File: src/rtl/irq_arb_pkg.sv
package irq_arb_pkg;

    localparam int REG_AW    = 4;
    localparam int DATA_W    = 32;
    localparam int NUM_CH    = 7;
    localparam int CH_W      = 3;
    localparam int NUM_EXC   = 6;
    localparam int VEC_W     = 8;

    localparam int ADDR_CTRL = 0;
    localparam int ADDR_MASK = 1;
    localparam int ADDR_MAP  = 2;
    localparam int MAP_PER_WORD = 8;
    localparam int MAP_STRIDE   = 4;

    localparam int IDX_PIN_A  = NUM_EXC;
    localparam int IDX_PIN_B  = NUM_EXC + 1;
    localparam int IDX_PERIPH = NUM_EXC + 2;

    localparam logic [1:0] GMASK_L1_ONLY = 2'b11;
    localparam logic [CH_W-1:0] CH_UNASSIGNED = 3'd7;

    typedef enum logic [1:0] {
        WIN_NONE,
        WIN_EXC,
        WIN_PIN,
        WIN_PERIPH
    } win_kind_e;

    typedef struct packed {
        logic              valid;
        logic              level;
        logic [VEC_W-1:0]  vec;
        logic [NUM_CH-1:0] ch_oh;
    } irq_pick_t;

    function automatic logic [NUM_CH-1:0] ch_onehot(input logic [CH_W-1:0] c);
        logic [NUM_CH-1:0] r;
        r = '0;
        for (int k = 0; k < NUM_CH; k++) begin
            if (c == CH_W'(k)) r[k] = 1'b1;
        end
        return r;
    endfunction

endpackage

File: src/rtl/irq_arb_regs.sv
module irq_arb_regs
    import irq_arb_pkg::*;
#(
    parameter int NUM_PERIPH = 16
) (
    input  logic                       clk,
    input  logic                       rst,
    input  logic                       reg_we,
    input  logic [REG_AW-1:0]          reg_addr,
    input  logic [DATA_W-1:0]          reg_wdata,
    output logic [DATA_W-1:0]          reg_rdata,
    output logic [NUM_CH-1:0]          ch_en,
    output logic [1:0]                 pin_en,
    output logic [1:0]                 gmask,
    output logic [NUM_PERIPH*CH_W-1:0] map_flat
);

    logic [NUM_CH-1:0] ch_en_q;
    logic [1:0]        pin_en_q;
    logic [1:0]        gmask_q;
    logic [CH_W-1:0]   map_q [NUM_PERIPH];

    always_ff @(posedge clk) begin
        if (rst) begin
            ch_en_q  <= '0;
            pin_en_q <= '0;
            gmask_q  <= GMASK_L1_ONLY;
            for (int s = 0; s < NUM_PERIPH; s++) map_q[s] <= '0;
        end else if (reg_we) begin
            if (reg_addr == REG_AW'(ADDR_CTRL)) begin
                ch_en_q  <= reg_wdata[NUM_CH-1:0];
                pin_en_q <= reg_wdata[9:8];
            end
            if (reg_addr == REG_AW'(ADDR_MASK)) gmask_q <= reg_wdata[1:0];
            for (int s = 0; s < NUM_PERIPH; s++) begin
                if (reg_addr == REG_AW'(ADDR_MAP + s / MAP_PER_WORD))
                    map_q[s] <= reg_wdata[MAP_STRIDE*(s % MAP_PER_WORD) +: CH_W];
            end
        end
    end

    always_comb begin
        reg_rdata = '0;
        if (reg_addr == REG_AW'(ADDR_CTRL)) begin
            reg_rdata[NUM_CH-1:0] = ch_en_q;
            reg_rdata[9:8]        = pin_en_q;
        end
        if (reg_addr == REG_AW'(ADDR_MASK)) reg_rdata[1:0] = gmask_q;
        for (int s = 0; s < NUM_PERIPH; s++) begin
            if (reg_addr == REG_AW'(ADDR_MAP + s / MAP_PER_WORD))
                reg_rdata[MAP_STRIDE*(s % MAP_PER_WORD) +: CH_W] = map_q[s];
        end
    end

    always_comb begin
        for (int s = 0; s < NUM_PERIPH; s++) map_flat[s*CH_W +: CH_W] = map_q[s];
    end

    assign ch_en  = ch_en_q;
    assign pin_en = pin_en_q;
    assign gmask  = gmask_q;

    // the global mask comes out of reset admitting level 1 only
    p_mask_reset_r5: assert property (@(posedge clk) rst |=> (gmask_q == GMASK_L1_ONLY));

endmodule

File: src/rtl/irq_arb_periph_sel.sv
module irq_arb_periph_sel
    import irq_arb_pkg::*;
#(
    parameter int NUM_PERIPH = 16,
    localparam int IDX_W = (NUM_PERIPH > 1) ? $clog2(NUM_PERIPH) : 1
) (
    input  logic                       clk,
    input  logic                       rst,
    input  logic [NUM_PERIPH-1:0]      req,
    input  logic [NUM_PERIPH*CH_W-1:0] map_flat,
    input  logic [NUM_CH-1:0]          ch_en,
    output logic                       found,
    output logic [IDX_W-1:0]           win_idx,
    output logic [CH_W-1:0]            win_ch
);

    // channel 7 is "unassigned": its enable is a constant zero
    logic [(1<<CH_W)-1:0] en_ext;
    assign en_ext = {{((1<<CH_W)-NUM_CH){1'b0}}, ch_en};

    logic [NUM_PERIPH-1:0] cand;

    generate
        for (genvar s = 0; s < NUM_PERIPH; s++) begin : g_cand
            assign cand[s] = req[s] && en_ext[map_flat[s*CH_W +: CH_W]];
        end
    endgenerate

    always_comb begin
        found   = 1'b0;
        win_idx = '0;
        win_ch  = '0;
        for (int s = 0; s < NUM_PERIPH; s++) begin
            if (cand[s] && (!found || map_flat[s*CH_W +: CH_W] > win_ch)) begin
                found   = 1'b1;
                win_idx = IDX_W'(s);
                win_ch  = map_flat[s*CH_W +: CH_W];
            end
        end
    end

    // a chosen source is actually requesting and never sits on an unassigned channel
    p_win_real_r3: assert property (@(posedge clk) disable iff (rst)
        found |-> (req[win_idx] && (win_ch != CH_UNASSIGNED)));

endmodule

File: src/rtl/irq_arb_resolve.sv
module irq_arb_resolve
    import irq_arb_pkg::*;
#(
    parameter int NUM_PERIPH = 16,
    parameter logic [VEC_W-1:0] VEC_BASE = 8'h10,
    localparam int IDX_W = (NUM_PERIPH > 1) ? $clog2(NUM_PERIPH) : 1
) (
    input  logic               clk,
    input  logic               rst,
    input  logic [NUM_EXC-1:0] exc_req,
    input  logic               pin_a,
    input  logic               pin_b,
    input  logic [1:0]         pin_en,
    input  logic [1:0]         gmask,
    input  logic               p_found,
    input  logic [IDX_W-1:0]   p_idx,
    input  logic [CH_W-1:0]    p_ch,
    output irq_pick_t          pick
);

    logic      lvl0_open;
    win_kind_e kind;
    logic [VEC_W-1:0] exc_idx;

    assign lvl0_open = (gmask != GMASK_L1_ONLY);

    always_comb begin
        exc_idx = '0;
        for (int k = NUM_EXC - 1; k >= 0; k--) begin
            if (exc_req[k]) exc_idx = VEC_W'(k);
        end
    end

    always_comb begin
        if (exc_req != '0)                          kind = WIN_EXC;
        else if (lvl0_open && ((pin_a && pin_en[0]) ||
                               (pin_b && pin_en[1])))  kind = WIN_PIN;
        else if (lvl0_open && p_found)              kind = WIN_PERIPH;
        else                                        kind = WIN_NONE;
    end

    always_comb begin
        pick = '0;
        case (kind)
            WIN_EXC: begin
                pick.valid = 1'b1;
                pick.level = 1'b1;
                pick.vec   = VEC_BASE + exc_idx;
            end
            WIN_PIN: begin
                pick.valid = 1'b1;
                pick.vec   = (pin_a && pin_en[0]) ? VEC_BASE + VEC_W'(IDX_PIN_A)
                                                  : VEC_BASE + VEC_W'(IDX_PIN_B);
            end
            WIN_PERIPH: begin
                pick.valid = 1'b1;
                pick.vec   = VEC_BASE + VEC_W'(IDX_PERIPH) + VEC_W'(p_idx);
                pick.ch_oh = ch_onehot(p_ch);
            end
            default: pick = '0;
        endcase
    end

    // with level 0 closed only a level-1 pick may appear
    p_mask_block_r5: assert property (@(posedge clk) disable iff (rst)
        (gmask == GMASK_L1_ONLY) |-> (!pick.valid || pick.level));

    // any exception yields a level-1 pick regardless of enables and mask
    p_exc_wins_r6: assert property (@(posedge clk) disable iff (rst)
        (exc_req != '0) |-> (pick.valid && pick.level && pick.ch_oh == '0));

endmodule

File: src/rtl/irq_arb_top.sv
module irq_arb_top
    import irq_arb_pkg::*;
#(
    parameter int NUM_PERIPH = 16,
    parameter logic [7:0] VEC_BASE = 8'h10,
    localparam int IDX_W = (NUM_PERIPH > 1) ? $clog2(NUM_PERIPH) : 1
) (
    input  logic                  clk,
    input  logic                  rst,
    input  logic                  reg_we,
    input  logic [3:0]            reg_addr,
    input  logic [31:0]           reg_wdata,
    output logic [31:0]           reg_rdata,
    input  logic [NUM_PERIPH-1:0] periph_req,
    input  logic                  ext_irq_a,
    input  logic                  ext_irq_b,
    input  logic [5:0]            exc_req,
    input  logic                  irq_ack,
    output logic                  irq_valid,
    output logic [7:0]            irq_vector,
    output logic                  irq_level,
    output logic [6:0]            core_ch
);

    logic [NUM_CH-1:0]          ch_en;
    logic [1:0]                 pin_en;
    logic [1:0]                 gmask;
    logic [NUM_PERIPH*CH_W-1:0] map_flat;
    logic                       p_found;
    logic [IDX_W-1:0]           p_idx;
    logic [CH_W-1:0]            p_ch;
    irq_pick_t                  pick_d;
    irq_pick_t                  pick_q;

    irq_arb_regs #(.NUM_PERIPH(NUM_PERIPH)) u_regs (
        .clk(clk), .rst(rst),
        .reg_we(reg_we), .reg_addr(reg_addr), .reg_wdata(reg_wdata), .reg_rdata(reg_rdata),
        .ch_en(ch_en), .pin_en(pin_en), .gmask(gmask), .map_flat(map_flat)
    );

    irq_arb_periph_sel #(.NUM_PERIPH(NUM_PERIPH)) u_sel (
        .clk(clk), .rst(rst),
        .req(periph_req), .map_flat(map_flat), .ch_en(ch_en),
        .found(p_found), .win_idx(p_idx), .win_ch(p_ch)
    );

    irq_arb_resolve #(.NUM_PERIPH(NUM_PERIPH), .VEC_BASE(VEC_BASE)) u_res (
        .clk(clk), .rst(rst),
        .exc_req(exc_req), .pin_a(ext_irq_a), .pin_b(ext_irq_b),
        .pin_en(pin_en), .gmask(gmask),
        .p_found(p_found), .p_idx(p_idx), .p_ch(p_ch),
        .pick(pick_d)
    );

    always_ff @(posedge clk) begin
        if (rst)                  pick_q <= '0;
        else if (!pick_q.valid)   pick_q <= pick_d;
        else if (irq_ack)         pick_q <= '0;
    end

    assign irq_valid  = pick_q.valid;
    assign irq_vector = pick_q.vec;
    assign irq_level  = pick_q.level;
    assign core_ch    = pick_q.ch_oh;

    // an unacknowledged request holds every output
    p_hold_r9: assert property (@(posedge clk) disable iff (rst)
        (irq_valid && !irq_ack) |=> (irq_valid && $stable(irq_vector) &&
                                     $stable(irq_level) && $stable(core_ch)));

    // an acknowledge drops the request for one cycle
    p_ack_drop_r9: assert property (@(posedge clk) disable iff (rst)
        (irq_valid && irq_ack) |=> !irq_valid);

    // an exception seen while idle is latched as level 1 at the next edge
    p_exc_latch_r6: assert property (@(posedge clk) disable iff (rst)
        (!irq_valid && exc_req != '0) |=> (irq_valid && irq_level));

    // the channel output is at most one-hot and silent for non-peripheral winners
    p_ch_onehot_r8: assert property (@(posedge clk) disable iff (rst)
        $onehot0(core_ch) && ((irq_level || !irq_valid) -> core_ch == '0));

endmodule

File: config.mk
export PLATFORM = sky130hd
export DESIGN_NAME = irq_arb_top
export DESIGN_NICKNAME = d
export VERILOG_FILES = /design/src/rtl/irq_arb_pkg.sv /design/src/rtl/irq_arb_regs.sv /design/src/rtl/irq_arb_periph_sel.sv /design/src/rtl/irq_arb_resolve.sv /design/src/rtl/irq_arb_top.sv
export SDC_FILE = /design/constraint.sdc
export NUM_CORES = 1
export LEC_CHECK = 0
export BUFFER_PORTS_ARGS = -buffer_cell sky130_fd_sc_hd__buf_4
export CAP_MARGIN = 0
export CORE_UTILIZATION = 36
export CTS_BUF_LIST = sky130_fd_sc_hd__clkbuf_4 sky130_fd_sc_hd__clkbuf_8 sky130_fd_sc_hd__clkbuf_16
export CTS_CLUSTER_DIAMETER = 40
export DETAILED_ROUTE_END_ITERATION = 10
export PLACE_DENSITY = 0.54
export SYNTH_ARGS = -nofsm -noshare
export SYNTH_HDL_FRONTEND = slang
export SYNTH_HIERARCHICAL = 1
export SYNTH_SLANG_ARGS = --single-unit
File: constraint.sdc
create_clock -name clk -period 69 [get_ports clk]
set_input_delay 3.45 -clock clk [delete_from_list [all_inputs] [get_ports clk]]
set_output_delay 3.45 -clock clk [all_outputs]
set_load 0.1 [all_outputs]
==> results of run 1 <==
cell families (layout without fill, tap and decap cells):
kind of cell,Yosys count,in the layout,share of synthesized area
flip-flops,76,76,0.2788
other,2,9,0.001046
AO/OA/AOI/OAI,196,196,0.2197
buffers and inverters,103,179,0.07231
AND/OR/NAND/NOR,282,282,0.2189
adder cells (fa/ha/maj),38,38,0.06621
multiplexers,79,79,0.1431
routing by layer:
metal  global-route usage  part of all wire  vias up
met3              0.02314             0.047       25
met1               0.3162              0.49     3051
li1                     -                 -     3035
met2               0.3402              0.44      195
met5                    0                 0        -
met4              0.07391             0.024        0
metrics by stage:
stage                     setup WS (ps)  instances  power [uW]  utilization
after floorplan                   44270        783       99.79            -
after global placement            40970       1108       114.4       0.4116
after detailed placement          40830       1108       114.9       0.4116
after CTS                         41100       1124       163.0       0.4270
after global routing              38650       1124       171.5       0.4270
final                             40620       1124       163.0       0.4270
layout make-up:
cell class | instances | area (um2)
clock buffer | 11 | 240.2
clock inverter | 5 | 60.06
fill | 2043 | 11190
inverter | 56 | 212.7
multi-input combinational | 604 | 4688
sequential | 76 | 2002
tap | 265 | 331.6
timing repair buffer | 107 | 803.3
flip-flops by register name, summed over array words and instances, names as in the netlist:
name / cells
u_regs/gmask: 2
u_regs/ch_en: 7
u_regs/map_q: 48
irq_valid: 1
irq_level: 1
core_ch: 7
u_regs/pin_en: 2
irq_vector: 8
worst reg2reg max path, delay by kind of cell, from the launching register on:
family	cells	cell delay, ps
adders and majority gates	15	4110
muxes	3	1310
AOI/OAI and AO/OA	60	13610
DFF	1	540
and+or+nand+nor	33	6380
buffers and inverters	5	480
where the power goes:
group          leakage [uW]  switching (uW)  internal [uW]
sequential         0.000689            4.92           51.0
combinational       0.00257            36.1           22.8
clock              0.000147            19.2           29.0
worst paths after layout:
path	start	slack (ps)	depth (start not counted)	endpoint
min reg2reg	irq_vector[7]$_SDFFE_PP0P_	470	2	irq_vector[7]$_SDFFE_PP0P_
max reg2reg	u_regs/map_q[0][1]$_SDFFCE_PN0P_	42480	116	core_ch[2]$_SDFFE_PP0P_
min	irq_vector[7]$_SDFFE_PP0P_	470	2	irq_vector[7]$_SDFFE_PP0P_
max	periph_req[0]	40620	115	core_ch[2]$_SDFFE_PP0P_
cell usage in the layout (no fill, tap or decap), types with 4 or more instances in the layout:
cell,n
sky130_fd_sc_hd__o211ai_1,13
sky130_fd_sc_hd__inv_1,55
sky130_fd_sc_hd__o211a_1,7
sky130_fd_sc_hd__nor3_1,7
sky130_fd_sc_hd__o21a_1,9
sky130_fd_sc_hd__clkbuf_16,9
sky130_fd_sc_hd__mux2i_1,55
sky130_fd_sc_hd__a21o_1,11
sky130_fd_sc_hd__o21ai_0,26
sky130_fd_sc_hd__or3_1,6
sky130_fd_sc_hd__o32ai_1,8
sky130_fd_sc_hd__and2_1,20
sky130_fd_sc_hd__a31oi_1,10
sky130_fd_sc_hd__or2_2,9
sky130_fd_sc_hd__edfxtp_1,48
sky130_fd_sc_hd__nand3b_1,8
sky130_fd_sc_hd__mux4_2,18
sky130_fd_sc_hd__nand3_1,21
sky130_fd_sc_hd__o22ai_1,6
sky130_fd_sc_hd__a21oi_1,32
sky130_fd_sc_hd__conb_1,9
sky130_fd_sc_hd__nor2b_1,44
sky130_fd_sc_hd__ha_1,38
sky130_fd_sc_hd__o32ai_2,8
sky130_fd_sc_hd__buf_4,107
sky130_fd_sc_hd__nor2_1,55
sky130_fd_sc_hd__nand2b_1,30
sky130_fd_sc_hd__a211oi_1,8
sky130_fd_sc_hd__dfxtp_1,28
sky130_fd_sc_hd__nand2_1,51
sky130_fd_sc_hd__o221ai_1,10
sky130_fd_sc_hd__nor4b_1,4
sky130_fd_sc_hd__and3_1,6
==> metrics.md, run 1 <==
| Metric | Value |
|---|---|
| Total buffers and inverters traversed by the critical path | 7 |
| Post-detailed-placement cell area | 0.008038 mm2 |
| Max Fanout on Critical Path | 10 |
| Setup repair after global routing missed its margin | false |
| Area delta synth->final | 16.12% |
| Routed WL per cell | 19.80 um |
| Pin slew with the least headroom to its limit | 814.4 ps |
| Number of library cell types mapped by synthesis | 87 |
| Top cells by area in the synthesized netlist | sky130_fd_sc_hd__edfxtp_1 20%, sky130_fd_sc_hd__dfxtp_1 7.8%, sky130_fd_sc_hd__mux2i_1 7.7% |
| Sequential fraction of the synthesis area | 0.2788 |
| Fmax | 35.23 MHz |
| Data required time of the worst path | 69,250 ps |
| CP endpoint kind | register |
| Power density over the cells | 19.55 mW/mm2 |
| Yosys top cell by area | sky130_fd_sc_hd__edfxtp_1 |
| Final Max Slew Viols | 0 |
| Sum of negative setup slack | 0 ps |
| First-pass GRT wire length | 33.63 mm |
| Congestion Overflow GR | 0 |
| Via count of the first global-routing pass | 5,864 |
| Portion of the clock cycle consumed by the worst path in the final layout | 0.4113 |
| Final HPWL from detailed placement | 16.48 mm |
| Number of enable-type register cells in the synthesized netlist | 48 |
| Critical path's most frequent cell | sky130_fd_sc_hd__ha_1 |
| Initial core utilization | 0.3677 |
| Total clock sinks | 76 |
| Result of the run | complete, no violations |
| Min-Delay Path Class | reg2reg |
| Total CTS buffers | 9 |
| Root buffer cell | sky130_fd_sc_hd__clkbuf_16 |
| Top cell family by delay on the critical path | compound AO/OA/AOI/OAI gates |
| Synthesized instance count | 776 |
| Clock transition at the register clock pins on the worst setup and hold paths after CTS | 60 ps |
| Area share of the leading cell type in the synthesized netlist | 0.2007 |
| DRT Pass-1 Iters | 5 |
| Placeable core region | 0.01953 mm2 |
| Post-detailed-route DRC marker count | 0 |
| Pin count of the biggest net entering global routing | 60 |
| Fraction of final layout cells with drive strength greater than 1 | 0.2177 |
| Average footprint of a synthesized cell | 9.253 um2 |
| Count of buffers inserted at the top-level ports | 98 |
| Die width | 143.2 um |
| Global Route Usage Sum | 0.2197 |
| # diodes | 0 |
| Fin crit period | 28,380 ps |
| Max capacitance violation total | 0 |
| DIE AREA | 0.02051 mm2 |
| TritonCTS clock tree | built |
| Routed via count | 6,306 |
| Insertion delay to the later sink of the worst-skew pair | 340 ps |
| DR vias/cell | 5.610 |
| Total detailed-routing wirelength | 22.25 mm |
| Std-Cell Rows | 51 |
| Post-CTS resize count | 0 |
| Slowest cell delay on critical path | 680 ps |
| Top post-synthesis cells by count | 55 x sky130_fd_sc_hd__inv_1, 55 x sky130_fd_sc_hd__mux2i_1, 55 x sky130_fd_sc_hd__nor2_1 |
| Vertical extent of the die | 143.2 um |
| Final Hold Fails | 0 |
| Maximum clock insertion buffer count | 2 |
| Final net count | 956 |
| Combined area of all synthesized cells | 0.007181 mm2 |
| Initial detailed-routing violation count | 442 |
| Number of storage elements in the synthesis netlist | 76 |
| H-tree depth | 3 |
| Final setup skew | 11.04 ps |
| Proportion of synthesized flip-flops having asynchronous set or reset | 0 |
| Routability cong. | 0.8722 |
| Post-Route Hold Slack | 467.4 ps |
| Synth warn | 6 |
| Worst IR drop on VDD | 0.009816 mV |
| IO Pins | 113 |
| P_leak | 0.003408 uW |
| Area of all placed cells without fillers | 0.008338 mm2 |
| Number of buffers inserted for hold repair after clock tree synthesis | 0 |
| Worst slew margin relative to its limit | 0.4571 |
| Total setup buffers inserted after CTS | 0 |
| Final setup vio count | 0 |
| Critical path class | in2reg |
| ANT nets after route | 0 |
| Arrival time worst endpoint | 28,630 ps |
| Initial antenna violation count | 0 |
| Post-synth top flop | sky130_fd_sc_hd__edfxtp_1 |
| Master of the slowest instance on the critical path | sky130_fd_sc_hd__o32ai_1 |
| Startpoint kind of the worst setup timing path | primary input |
Power figures use the tool's default switching activity.
==> inputs of run 2 (changes only) <==
--- a/config.mk
+++ b/config.mk
@@ -11,7 +11,7 @@
 export CTS_BUF_LIST = sky130_fd_sc_hd__clkbuf_4 sky130_fd_sc_hd__clkbuf_8 sky130_fd_sc_hd__clkbuf_16
 export CTS_CLUSTER_DIAMETER = 40
 export DETAILED_ROUTE_END_ITERATION = 10
-export PLACE_DENSITY = 0.54
+export PLACE_DENSITY = 0.56
 export SYNTH_ARGS = -nofsm -noshare
 export SYNTH_HDL_FRONTEND = slang
 export SYNTH_HIERARCHICAL = 1
==> constraint.sdc (replaced) <==
create_clock -name clk -period 25.5 [get_ports clk]
set_input_delay 1.275 -clock clk [delete_from_list [all_inputs] [get_ports clk]]
set_output_delay 1.275 -clock clk [all_outputs]
set_load 0.1 [all_outputs]
==> metrics.md, run 2 (synthesis gave the netlist of run 1 again) <==
| Metric | Value |
|---|---|
| Result of the run | complete, no violations |
| Data required time of the worst path | 25,760 ps (-43,490 ps) |
| Critical path class | reg2reg |
| Number of buffers inserted for hold repair after clock tree synthesis | 0 (unchanged) |
| CP endpoint kind | register |
| Number of flip-flops in the largest register | 48 (unchanged) |
| Insertion delay to the later sink of the worst-skew pair | 340 ps (about the same) |
| Most common cell after layout, fill and taps aside | sky130_fd_sc_hd__buf_4 |
| Fill cell total of the finished layout | 1,937 (-5.2%) |
| Congestion Overflow GR | 0 (unchanged) |
| R2R setup slack | 1720 ps (-40,760 ps) |
| Initial antenna violation count | 0 (unchanged) |
| Commonest non-fill, non-tap cells in the layout | 123 x sky130_fd_sc_hd__buf_4, 55 x sky130_fd_sc_hd__inv_1, 55 x sky130_fd_sc_hd__mux2i_1 |
| Arrival time worst endpoint | 24,030 ps (-4600 ps) |
| First-pass GRT wire length | 33.68 mm (+0.14%) |
| Fin crit period | 23,780 ps |
| Vertical extent of the die | 143.2 um (unchanged) |
| Startpoint kind of the worst setup timing path | register |
| Slowest cell delay on critical path | 540 ps (-140 ps) |
| Fraction of final layout cells with drive strength greater than 1 | 0.2549 (+0.03716) |
| Root buffer cell | sky130_fd_sc_hd__clkbuf_16 |
| Top cell family by delay on the critical path | compound AO/OA/AOI/OAI gates |
| Critical path's most frequent cell | sky130_fd_sc_hd__ha_1 |
| Power density over the cells | 51.85 mW/mm2 (+170%) |
| Global Route Usage Sum | 0.2180 (-0.001652) |
| Clock transition at the register clock pins on the worst setup and hold paths after CTS | 60 ps (about the same) |
| Final Hold Fails | 0 (unchanged) |
| DIE AREA | 0.02051 mm2 (unchanged) |
| Worst IR drop on VDD | 0.03272 mV (+230%) |
| Min-Delay Path Class | reg2reg |
| Routed WL per cell | 19.44 um (-1.8%) |
| DR vias/cell | 5.599 (-0.20%) |
| Maximum clock insertion buffer count | 2 (unchanged) |
| Total buffers and inverters traversed by the critical path | 9 (+2) |
| Total detailed-routing wirelength | 22.16 mm (-0.39%) |
| TritonCTS clock tree | built |
| Fmax | 42.05 MHz |
| IO Pins | 113 (unchanged) |
| Max capacitance violation total | 0 (unchanged) |
| DRT Pass-1 Iters | 5 (unchanged) |
| H-tree depth | 3 (unchanged) |
| Initial detailed-routing violation count | 529 (+20%) |
| Pin count of the biggest net entering global routing | 60 (unchanged) |
| Max Fanout on Critical Path | 7 (-3) |
| Placeable core region | 0.01953 mm2 (unchanged) |
| Die width | 143.2 um (unchanged) |
| Portion of the clock cycle consumed by the worst path in the final layout | 0.9325 |
| Placed cell count | 1,115 (+0.63%) |
| Count of buffers inserted at the top-level ports | 98 (unchanged) |
| Pin slew with the least headroom to its limit | 862.6 ps (+48.25 ps) |
| Total CTS buffers | 9 (unchanged) |
| Filler-free cell count of the finished design | 1,140 (+1.4%) |
| Via count of the first global-routing pass | 5,878 (+0.24%) |
| Final setup skew | 7.265 ps (-3.776 ps) |
| # diodes | 0 (unchanged) |
| Final setup vio count | 0 (unchanged) |
| Master of the slowest instance on the critical path | sky130_fd_sc_hd__mux4_2 |
| ANT nets after route | 0 (unchanged) |
| Initial core utilization | 0.3677 (unchanged) |
| P_leak | 0.003499 uW (+2.7%) |
| Routed via count | 6,383 (+1.2%) |
| Routability cong. | 0.8679 (-0.49%) |
| Total clock sinks | 76 (unchanged) |
| Area delta synth->final | 19.08% |
| Final HPWL from detailed placement | 16.19 mm (-1.7%) |
| Std-Cell Rows | 51 (unchanged) |
| Post-detailed-route DRC marker count | 0 (unchanged) |
| Register with the most flip-flops | u_regs/map_q |
| Setup repair after global routing missed its margin | false |
| Final Max Slew Viols | 0 (unchanged) |
| Final net count | 972 (+1.7%) |
| Sum of negative setup slack | 0 ps (unchanged) |
| Post-Route Hold Slack | 466.7 ps (-0.7220 ps) |
| Worst slew margin relative to its limit | 0.4196 (-0.03747) |
==> run 2: cell count changes in the layout (fill, tap and decap cells not counted), sizes merged <==
| cell | delta |
|---|---|
| clkinvlp | -1 |
| clkinv | +1 |
| buf | +16 |
| inv | +2 |
| clkbuf | -1 |
| bufinv | -1 |
==> run 2: tightest hold or removal path, cell delays in order, from the launching register on <==
cell and delay (ps):
sky130_fd_sc_hd__dfxtp_1 310, sky130_fd_sc_hd__nand2_1 50, sky130_fd_sc_hd__o32ai_1 50
==> run 2: what timing repair did <==
action	in CTS	in global routing
buffers inserted	0	9
setup endpoints to repair	0	13
gates resized for setup	0	28
==> run 2: area by class of cell <==
type / instances / area [um2] / area share
Inverter: 56 / 212.7 / 0.02488
Timing Repair Buffer: 123 / 923.4 / 0.1080
Sequential cell: 76 / 2002 / 0.2341
Clock buffer: 10 / 232.7 / 0.02722
Multi-Input combinational cell: 604 / 4812 / 0.5628
Clock inverter: 6 / 36.28 / 0.004243
Tap cell: 265 / 331.6 / 0.03878
==> run 2: path summary, 6_finish.rpt <==
check                                                      start                          to  cells past startpoint
worst max register to register  u_regs/map_q[0][1]$_SDFFCE_PN0P_     core_ch[1]$_SDFFE_PP0P_                    119
worst max-delay path            u_regs/map_q[0][1]$_SDFFCE_PN0P_     core_ch[1]$_SDFFE_PP0P_                    119
worst min register to register        irq_vector[4]$_SDFFE_PP0P_  irq_vector[4]$_SDFFE_PP0P_                      2
worst min-delay path                  irq_vector[4]$_SDFFE_PP0P_  irq_vector[4]$_SDFFE_PP0P_                      2
==> run 2: report_power, final <==
part	internal [uW]	leakage (uW)	total (uW)	switching [uW]
clock network	67.0	0.000141	122	55.1
logic	68.8	0.00267	170	102
registers	138	0.000689	151	12.9
==> run 2: stage by stage <==
stage	area [um2]	setup WS, ps	util	power (uW)
floorplan	7207	2917	-	270.0
global placement	8090	1010	0.4143	311.1
detailed placement	8090	926.2	0.4143	312.4
CTS	8359	859.6	0.4281	434.3
global route	8551	11.70	0.4379	467.6
finish	8551	1721	0.4379	443.4
==> run 2: routing by layer <==
layer	vias to the layer above	wire length, um	global-route usage
met5	-	0	0
met1	3090	10760	0.3226
met3	15	1333	0.02347
li1	3063	-	-
met4	0	209	0.05263
met2	215	9863	0.3361
